## src/rtl/jts_pkg.sv

```systemverilog
`timescale 1ns/1ps
package jts_pkg;
  typedef enum logic [1:0] {
    JK_ABS      = 2'd0,
    JK_IND      = 2'd1,
    JK_LONG     = 2'd2,
    JK_IND_LONG = 2'd3
  } jumpKind_e;

  typedef struct packed {
    logic       loadDirect;
    logic       startRead;
    logic       capture;
    logic       finish;
    logic [1:0] byteSel;
  } seqStrobes_t;
endpackage

```

## src/rtl/jts_ctrl.sv

```systemverilog
`timescale 1ns/1ps
module jts_ctrl
  import jts_pkg::*;
#(
  parameter int PC_W   = 16,
  parameter int BANK_W = 8,
  parameter int DATA_W = 8
) (
  input  logic        clk,
  input  logic        rstN,
  input  logic        reqValid,
  input  logic [1:0]  reqKind,
  input  logic        memReady,
  output logic        busy,
  output logic        memRd,
  output seqStrobes_t strb
);
  localparam int PTR_BYTES  = PC_W / DATA_W;
  localparam int LONG_BYTES = (PC_W + BANK_W) / DATA_W;

  typedef enum logic {ST_IDLE, ST_READ} state_e;

  state_e     state;
  logic [1:0] byteCnt;
  logic [1:0] lastIdx;
  jumpKind_e  kind;

  assign kind = jumpKind_e'(reqKind);

  always_comb begin
    strb = '0;
    strb.byteSel = byteCnt;
    if (state == ST_IDLE && reqValid) begin
      if (kind == JK_IND || kind == JK_IND_LONG) strb.startRead = 1'b1;
      else strb.loadDirect = 1'b1;
    end
    if (state == ST_READ && memReady) begin
      strb.capture = 1'b1;
      strb.finish  = (byteCnt == lastIdx);
    end
  end

  assign busy  = (state == ST_READ);
  assign memRd = busy;

  always_ff @(posedge clk or negedge rstN) begin
    if (!rstN) begin
      state   <= ST_IDLE;
      byteCnt <= '0;
      lastIdx <= '0;
    end else if (strb.startRead) begin
      state   <= ST_READ;
      byteCnt <= '0;
      lastIdx <= (kind == JK_IND_LONG) ? 2'(LONG_BYTES - 1) : 2'(PTR_BYTES - 1);
    end else if (strb.capture) begin
      if (strb.finish) state <= ST_IDLE;
      else byteCnt <= byteCnt + 2'd1;
    end
  end
endmodule

```

## src/rtl/jts_datapath.sv

```systemverilog
`timescale 1ns/1ps
module jts_datapath
  import jts_pkg::*;
#(
  parameter int PC_W   = 16,
  parameter int BANK_W = 8,
  parameter int DATA_W = 8
) (
  input  logic                     clk,
  input  logic                     rstN,
  input  seqStrobes_t              strb,
  input  logic [1:0]               reqKind,
  input  logic [PC_W+BANK_W-1:0]   operand,
  input  logic [BANK_W-1:0]        curBank,
  input  logic                     compatMode,
  input  logic [DATA_W-1:0]        memData,
  output logic [PC_W+BANK_W-1:0]   memAddr,
  output logic [PC_W-1:0]          newPc,
  output logic [BANK_W-1:0]        newBank,
  output logic                     done
);
  localparam int PTR_BYTES = PC_W / DATA_W;

  logic [PC_W-1:0]   ptrReg;
  logic [PC_W-1:0]   pcReg;
  logic [BANK_W-1:0] bankReg;
  logic              keepBank;
  logic              doneReg;
  jumpKind_e         kind;

  assign kind = jumpKind_e'(reqKind);

  always_ff @(posedge clk or negedge rstN) begin
    if (!rstN) begin
      ptrReg   <= '0;
      pcReg    <= '0;
      bankReg  <= '0;
      keepBank <= 1'b1;
      doneReg  <= 1'b0;
    end else begin
      doneReg <= 1'b0;
      if (strb.loadDirect) begin
        pcReg   <= operand[PC_W-1:0];
        if (compatMode)         bankReg <= '0;
        else if (kind == JK_LONG) bankReg <= operand[PC_W+BANK_W-1:PC_W];
        else                    bankReg <= curBank;
        doneReg <= 1'b1;
      end
      if (strb.startRead) begin
        ptrReg   <= operand[PC_W-1:0];
        bankReg  <= compatMode ? '0 : curBank;
        keepBank <= compatMode || (kind != JK_IND_LONG);
      end
      if (strb.capture) begin
        ptrReg <= ptrReg + PC_W'(1);
        if (int'(strb.byteSel) < PTR_BYTES)
          pcReg[int'(strb.byteSel)*DATA_W +: DATA_W] <= memData;
        else if (!keepBank)
          bankReg <= BANK_W'(memData);
        if (strb.finish) doneReg <= 1'b1;
      end
    end
  end

  assign memAddr = {{BANK_W{1'b0}}, ptrReg};
  assign newPc   = pcReg;
  assign newBank = bankReg;
  assign done    = doneReg;
endmodule

```

## src/rtl/jump_target_seq.sv

```systemverilog
`timescale 1ns/1ps
module jump_target_seq
  import jts_pkg::*;
#(
  parameter int PC_W   = 16,
  parameter int BANK_W = 8,
  parameter int DATA_W = 8
) (
  input  logic                   clk,
  input  logic                   rstN,
  input  logic                   reqValid,
  input  logic [1:0]             reqKind,
  input  logic [PC_W+BANK_W-1:0] operand,
  input  logic [BANK_W-1:0]      curBank,
  input  logic                   compatMode,
  output logic [PC_W+BANK_W-1:0] memAddr,
  output logic                   memRd,
  input  logic [DATA_W-1:0]      memData,
  input  logic                   memReady,
  output logic                   busy,
  output logic                   done,
  output logic [PC_W-1:0]        newPc,
  output logic [BANK_W-1:0]      newBank
);
  seqStrobes_t strb;

  jts_ctrl #(.PC_W(PC_W), .BANK_W(BANK_W), .DATA_W(DATA_W)) u_ctrl (
    .clk(clk), .rstN(rstN), .reqValid(reqValid), .reqKind(reqKind),
    .memReady(memReady), .busy(busy), .memRd(memRd), .strb(strb)
  );

  jts_datapath #(.PC_W(PC_W), .BANK_W(BANK_W), .DATA_W(DATA_W)) u_dp (
    .clk(clk), .rstN(rstN), .strb(strb), .reqKind(reqKind),
    .operand(operand), .curBank(curBank), .compatMode(compatMode),
    .memData(memData), .memAddr(memAddr), .newPc(newPc),
    .newBank(newBank), .done(done)
  );
endmodule

```

## config.mk

```make
export PLATFORM = sky130hd
export DESIGN_NAME = jump_target_seq
export DESIGN_NICKNAME = d
export VERILOG_FILES = /design/src/rtl/jts_pkg.sv /design/src/rtl/jts_ctrl.sv /design/src/rtl/jts_datapath.sv /design/src/rtl/jump_target_seq.sv
export SDC_FILE = /design/constraint.sdc
export NUM_CORES = 1
export LEC_CHECK = 0
export BUFFER_PORTS_ARGS = -buffer_cell sky130_fd_sc_hd__buf_4
export CORE_ASPECT_RATIO = 1.25
export CORE_MARGIN = 10
export CORE_UTILIZATION = 35
export CTS_BUF_LIST = sky130_fd_sc_hd__clkbuf_4 sky130_fd_sc_hd__clkbuf_8
export CTS_CLUSTER_SIZE = 24
export DETAILED_ROUTE_END_ITERATION = 8
export HOLD_SLACK_MARGIN = 0.03
export PLACE_DENSITY = 0.67
export SLEW_MARGIN = 20
export SYNTH_ARGS = -nofsm -noshare
export SYNTH_HDL_FRONTEND = slang
export SYNTH_SLANG_ARGS = --single-unit
```

## constraint.sdc

```tcl
create_clock -name clk -period 2.9 [get_ports clk]
set_input_delay 0.435 -clock clk [delete_from_list [all_inputs] [get_ports clk]]
set_output_delay 0.435 -clock clk [all_outputs]
set_load 0.02 [all_outputs]
```

==> summary.md, run 1 <==
| Metric | Value |
|---|---|
| Met3 WL | 669 um |
| Placement Setup Slack | 0.902 ns |
| Reg2Reg Setup Slack | 0.91 ns |
| TritonCTS Buffers | 5 |
| Yosys warnings | 0 |
| Peak supply drop | 0.000357 V |
| GR Overflow Total | 0 |
| CP required | 3.13 ns |
| Status | completed |
| Wl on met1 | 3.08 mm |
| Worst-path clk slew | 0.09 ns |
| Commonest non-fill, non-tap cells in the layout | 92 x buf_4, 46 x dfrtp_1, 24 x nor2_1 |
| Placer Congestion | 0.808 |
| Clock latency on the worst-skew pair | 0.30 ns |
| CTS sink cnt | 47 |
| First-pass GRT wire length | 12.0 mm |
| RSZ-0062 raised after global routing | no |
| Post-synth cell types | 50 |
| Min-Delay Path Class | in -> async |
| Max Cap Viol | 0 |
| DR vias/cell | 5.29 |
| Power Density | 1030 mW/mm^2 |
| CTS max path bufs | 2 |
| Synthesis-to-layout area growth | 29.6% |
| CTS resizes | 0 |
| Seq/Total Area, Yosys | 0.460 |
| CP arrival | 2.21 ns |
| Core ar. | 0.00706 mm^2 |
| Vias after detailed routing | 2,242 |
| Vias in the first global route | 2,367 |
| Layout cell share with drive strength beyond 1 | 0.326 |
| Final worst-path cycle share | 0.686 |
| Placed cell area | 0.00322 mm^2 |
| Met2 WL | 3.96 mm |
| GRT Resource Usage Total | 0.137 |
| Setup CP Type | reg -> reg |
| Antenna violations before repair | 0 |
| PnR worst setup slack | 0.912 ns |
| Total Routed Length | 7.82 mm |
| Top sig layer | met4 |
| DR WL/cell | 18.5 um |
| Multi-input gate area in the final layout | 0.00122 mm^2 |
| Ant. Diodes | 0 |
| Register Area | 0.00118 mm^2 |
| Post-synth design cell area | 0.00256 mm^2 |
| Final layout net count | 384 |
| Die Wd | 96.5 um |
| Prevailing post-synth register cell | dfrtp_1 |
| #FFs+latches synth | 47 |
| Critical-path maximum fanout | 10 |
| PortBufs | 89 |
| Die area | 0.0112 mm^2 |
| Yosys top cell area share | 0.449 |
| Worst Setup End Kind | flop |
| Reg2Reg Launch Point | u_ctrl.busy |
| Crit Reg-Reg Endpoint | u_dp.newBank[1] |
| Iteration-0 DRC Markers | 133 |
| Max Freq | 503 MHz |
| Fillers | 731 |
| Syn Inst Count | 252 |
| Critical Path Source Type | flop |
| Yosys top cell by area | dfrtp_1 |
| Clk root buf | clkbuf_8 |
| Largest net degree at the start of global routing | 48 |
| Final Max Tran Viols | 0 |
| Hold_buf cts | 0 |
| Antenna Nets Post-Route | 0 |
| Post-synth EDFFs | 0 |
| Final setup violation count | 0 |
| Worst Tran Pin Value | 0.723 ns |
| Dpl hpwl | 6.32 mm |
| Avg Cell Area, Syn | 10.2 um^2 |
| Largest cells by area after synthesis | dfrtp_1 45%, mux2i_1 8.2%, o2bb2ai_1 4.8%, buf_4 3.5%, nor2_1 3.5% |
| Leakage | 1.61 nW |
| H-tree Lvls | 2 |
| First drt pass iteration count | 4 |
| I/O pin count | 98 |
| R2r worst-path depth | 4 |
| Starting density of the core | 0.363 |
| DRC Markers | 0 |
| Clk_skew | 0.0114 ns |
| CTS tree | built |
| Finished Cell Area | 0.00332 mm^2 |
| Fin crit period | 1.99 ns |
| Row count | 34 |
| Final hold viol count | 0 |
| Slew Limit Headroom | 0.515 |
| Setup repair bufs after CTS | 0 |
| Setup TNS | 0 ns |
| Die Height | 116 um |
| Most common cell after layout, fill and taps aside | buf_4 |
| Ys async rst share | 1.00 |
## routing by layer
metal | global-route usage | up-vias
met5 | 0 | -
met4 | 0.0437 | 0
met3 | 0.0466 | 11
met2 | 0.233 | 77
met1 | 0.155 | 1075
li1 | - | 1079
## cell type report
cell class,count,share of cell area
well taps,90,0.0339
clock inverters,2,0.00490
flip-flops and latches,47,0.355
repair buffers,92,0.208
inverters,5,0.00565
clock buffers,6,0.0249
multi-input cells,182,0.368
## synthesized netlist by cell type, drive strengths merged (4+ instances only)
cell     instances
a211oi           9
a21oi            7
a22oi            6
a311oi           4
a31oi            7
and3             5
buf             20
clkbuf           5
dfrtp           46
ha               4
inv              5
mux2i           21
nand2           22
nand3            5
nand4            4
nor2            25
nor3             7
o21ai            4
o2bb2ai         14
## metrics by stage
step	util	cells	hold WS [ns]	power, mW
after global placement	0.456	416	0.480	2.99
after floorplan	-	259	0.139	2.30
after global routing	0.470	424	0.179	3.64
after CTS	0.470	424	0.150	3.45
after detailed placement	0.456	416	0.482	3.02
final	0.470	424	0.138	3.41
## cells by family (layout without fill, tap and decap cells)
kind of cell / after synthesis / count (layout) / synth area share
other cells: 1 / 8 / 0.00146
mux: 21 / 21 / 0.0821
buf+inv: 30 / 105 / 0.0738
simple gates: 82 / 82 / 0.168
fa+ha+maj: 4 / 4 / 0.0195
xor+xnor: 3 / 3 / 0.0103
compound gates: 64 / 64 / 0.186
flops: 47 / 47 / 0.460
## state kept, by name, summed over array words and instances (netlist names)
register / cells
u_ctrl.busy: 1
u_dp.done: 1
u_dp.newBank: 8
u_ctrl.lastIdx: 2
u_ctrl.byteCnt: 2
u_dp.keepBank: 1
u_dp.newPc: 16
u_dp.ptrReg: 16
## critical path: stages, from the launching register on
cell	delay, ns
dfrtp_1	0.47
nand2b_1	0.35
a211oi_1	0.69
a22oi_1	0.19
a31oi_1	0.21
## where the power goes
group | internal [mW] | total (mW) | switching (mW)
registers | 0.971 | 1.27 | 0.299
clock network | 0.195 | 0.422 | 0.227
logic | 0.759 | 1.72 | 0.959
## worst max path at each step
stage                            from              end  slack, ns  cells after the start
final                     u_ctrl.busy  u_dp.newBank[1]       0.91                      4
after global placement    u_ctrl.busy  u_dp.newBank[2]       0.94                      4
after CTS                 u_ctrl.busy  u_dp.newBank[1]       0.89                      4
after global routing      u_ctrl.busy  u_dp.newBank[6]       0.73                      4
after floorplan           u_ctrl.busy   u_dp.newPc[10]       1.19                      7
after detailed placement  u_ctrl.busy  u_dp.newBank[1]       0.90                      4
Note: power is estimated with default switching activity, not from simulation.
==> run 2, diff against run 1 <==
Clock period 2.9 ns to 2 ns, I/O delays scaled along.
==> run 2 against run 1 <==
Compared with the run above:
- combinational power grew 44%
- core utilization increased by 0.67 points
- worst hold slack better by 0.068 ns
- power up 49%
- first-iteration DRC count fell by 26%
- critical endpoint is now u_dp.newPc[10]
- largest cell class unchanged
- largest power group unchanged
==> summary.md, run 2 (synthesized netlist as in run 1, its figures left out) <==
| Metric | Value |
|---|---|
| Finished Cell Area | 0.00337 mm^2 |
| First drt pass iteration count | 4 |
| Core ar. | 0.00706 mm^2 |
| CTS resizes | 0 |
| Most common cell after layout, fill and taps aside | buf_4 |
| Reg2Reg Setup Slack | 0.26 ns |
| Placed cell area | 0.00324 mm^2 |
| Non-Filler Instances | 427 |
| PnR worst setup slack | 0.255 ns |
| Critical-path maximum fanout | 10 |
| Worst Tran Pin Value | 0.609 ns |
| Starting density of the core | 0.363 |
| GRT Resource Usage Total | 0.136 |
| DP Cell Count | 418 |
| Largest net degree at the start of global routing | 48 |
| Placer Congestion | 0.801 |
| Power Density | 1510 mW/mm^2 |
| Layout cell share with drive strength beyond 1 | 0.329 |
| Min-Delay Path Class | in -> reg |
| Synthesis-to-layout area growth | 31.5% |
| Worst Setup End Kind | flop |
| Status | completed |
| I/O pin count | 98 |
| Antenna violations before repair | 0 |
| Clk root buf | clkbuf_8 |
| Final Max Tran Viols | 0 |
| RSZ-0062 raised after global routing | no |
| Die Height | 116 um |
| Multi-input gate area in the final layout | 0.00122 mm^2 |
| CP required | 2.24 ns |
| GR Overflow Total | 0 |
| DR WL/cell | 18.6 um |
| Placement Setup Slack | 0.243 ns |
| Worst-path clk slew | 0.10 ns |
| Leakage | 1.64 nW |
| Setup CP Type | reg -> reg |
| Vias in the first global route | 2,372 |
| Dpl hpwl | 6.20 mm |
| Iteration-0 DRC Markers | 98 |
| DR vias/cell | 5.26 |
| Final setup violation count | 0 |
| Critical Path Source Type | flop |
| Final layout net count | 387 |
| Total Routed Length | 7.93 mm |
| Vias after detailed routing | 2,244 |
| Die Wd | 96.5 um |
| H-tree Lvls | 2 |
| First-pass GRT wire length | 11.9 mm |
| CTS max path bufs | 2 |
| DRC Markers | 0 |
| Final hold viol count | 0 |
| Register Area | 0.00118 mm^2 |
| Row count | 34 |
| Final Core Density | 0.477 |
| Max Freq | 573 MHz |
| Setup TNS | 0 ns |
| Final worst-path cycle share | 0.872 |
| Ant. Diodes | 0 |
| CP arrival | 1.98 ns |
| Antenna Nets Post-Route | 0 |
| Fillers | 741 |
| Clock latency on the worst-skew pair | 0.31 ns |
| TritonCTS Buffers | 5 |
| Commonest non-fill, non-tap cells in the layout | 94 x buf_4, 46 x dfrtp_1, 24 x nor2_1 |
| CTS sink cnt | 47 |
| Die area | 0.0112 mm^2 |
| Clk_skew | 0.0105 ns |
| Slew Limit Headroom | 0.594 |
| Fin crit period | 1.74 ns |
| Peak supply drop | 0.000593 V |
| CTS tree | built |
| Max Cap Viol | 0 |
| PortBufs | 89 |
-- run 2: power by group --
part           switching, mW  leakage, nW  internal, mW
clock network          0.346       0.0618         0.412
registers              0.424        0.570          1.41
logic                   1.38         1.01          1.11
total                   2.15         1.64          2.92
-- run 2: stage by stage --
| stage | hold slack (ns) | power, mW |
|---|---|---|
| after floorplan | 0.00441 | 3.33 |
| after global placement | 0.351 | 4.31 |
| after CTS | 0.204 | 5.12 |
| after detailed placement | 0.359 | 4.37 |
| final | 0.206 | 5.07 |
| after global routing | 0.215 | 5.40 |
-- run 2: layout make-up --
class	count	area share
clock buffers	6	0.0245
clock inverters	2	0.0115
inverters	5	0.00557
multi-input cells	182	0.363
flip-flops and latches	47	0.350
well taps	90	0.0334
repair buffers	95	0.213
-- run 2: routing by layer --
metal / global-route usage / share of wire / up-vias
met5: 0 / 0 / -
met4: 0.0350 / 0.0074 / 0
met3: 0.0395 / 0.083 / 6
met2: 0.238 / 0.52 / 75
met1: 0.159 / 0.39 / 1082
li1: - / - / 1081
-- run 2: worst max-delay path, cell delays in order, from the launching register on --
cell	delay, ns
dfrtp_1	0.46
and2_1	0.30
and3_2	0.35
and4b_1	0.42
o2bb2ai_1	0.15
-- run 2: path summary, 6_finish.rpt --
path                                      to          start  depth (start not counted)
max in group asynchronous  u_ctrl.lastIdx[0]           rstN                          2
max                           u_dp.newPc[10]    u_ctrl.busy                          4
min in group asynchronous    u_dp.ptrReg[14]           rstN                          2
min                          u_dp.ptrReg[12]    operand[12]                          2
max reg2reg                   u_dp.newPc[10]    u_ctrl.busy                          4
min reg2reg                    u_dp.keepBank  u_dp.keepBank                          2
-- run 2: what timing repair did --
| action | in CTS | in global routing |
|---|---|---|
| setup buffers | 0 | 0 |
| hold buffers | 1 | 0 |
| hold endpoints to repair | 42 | 0 |
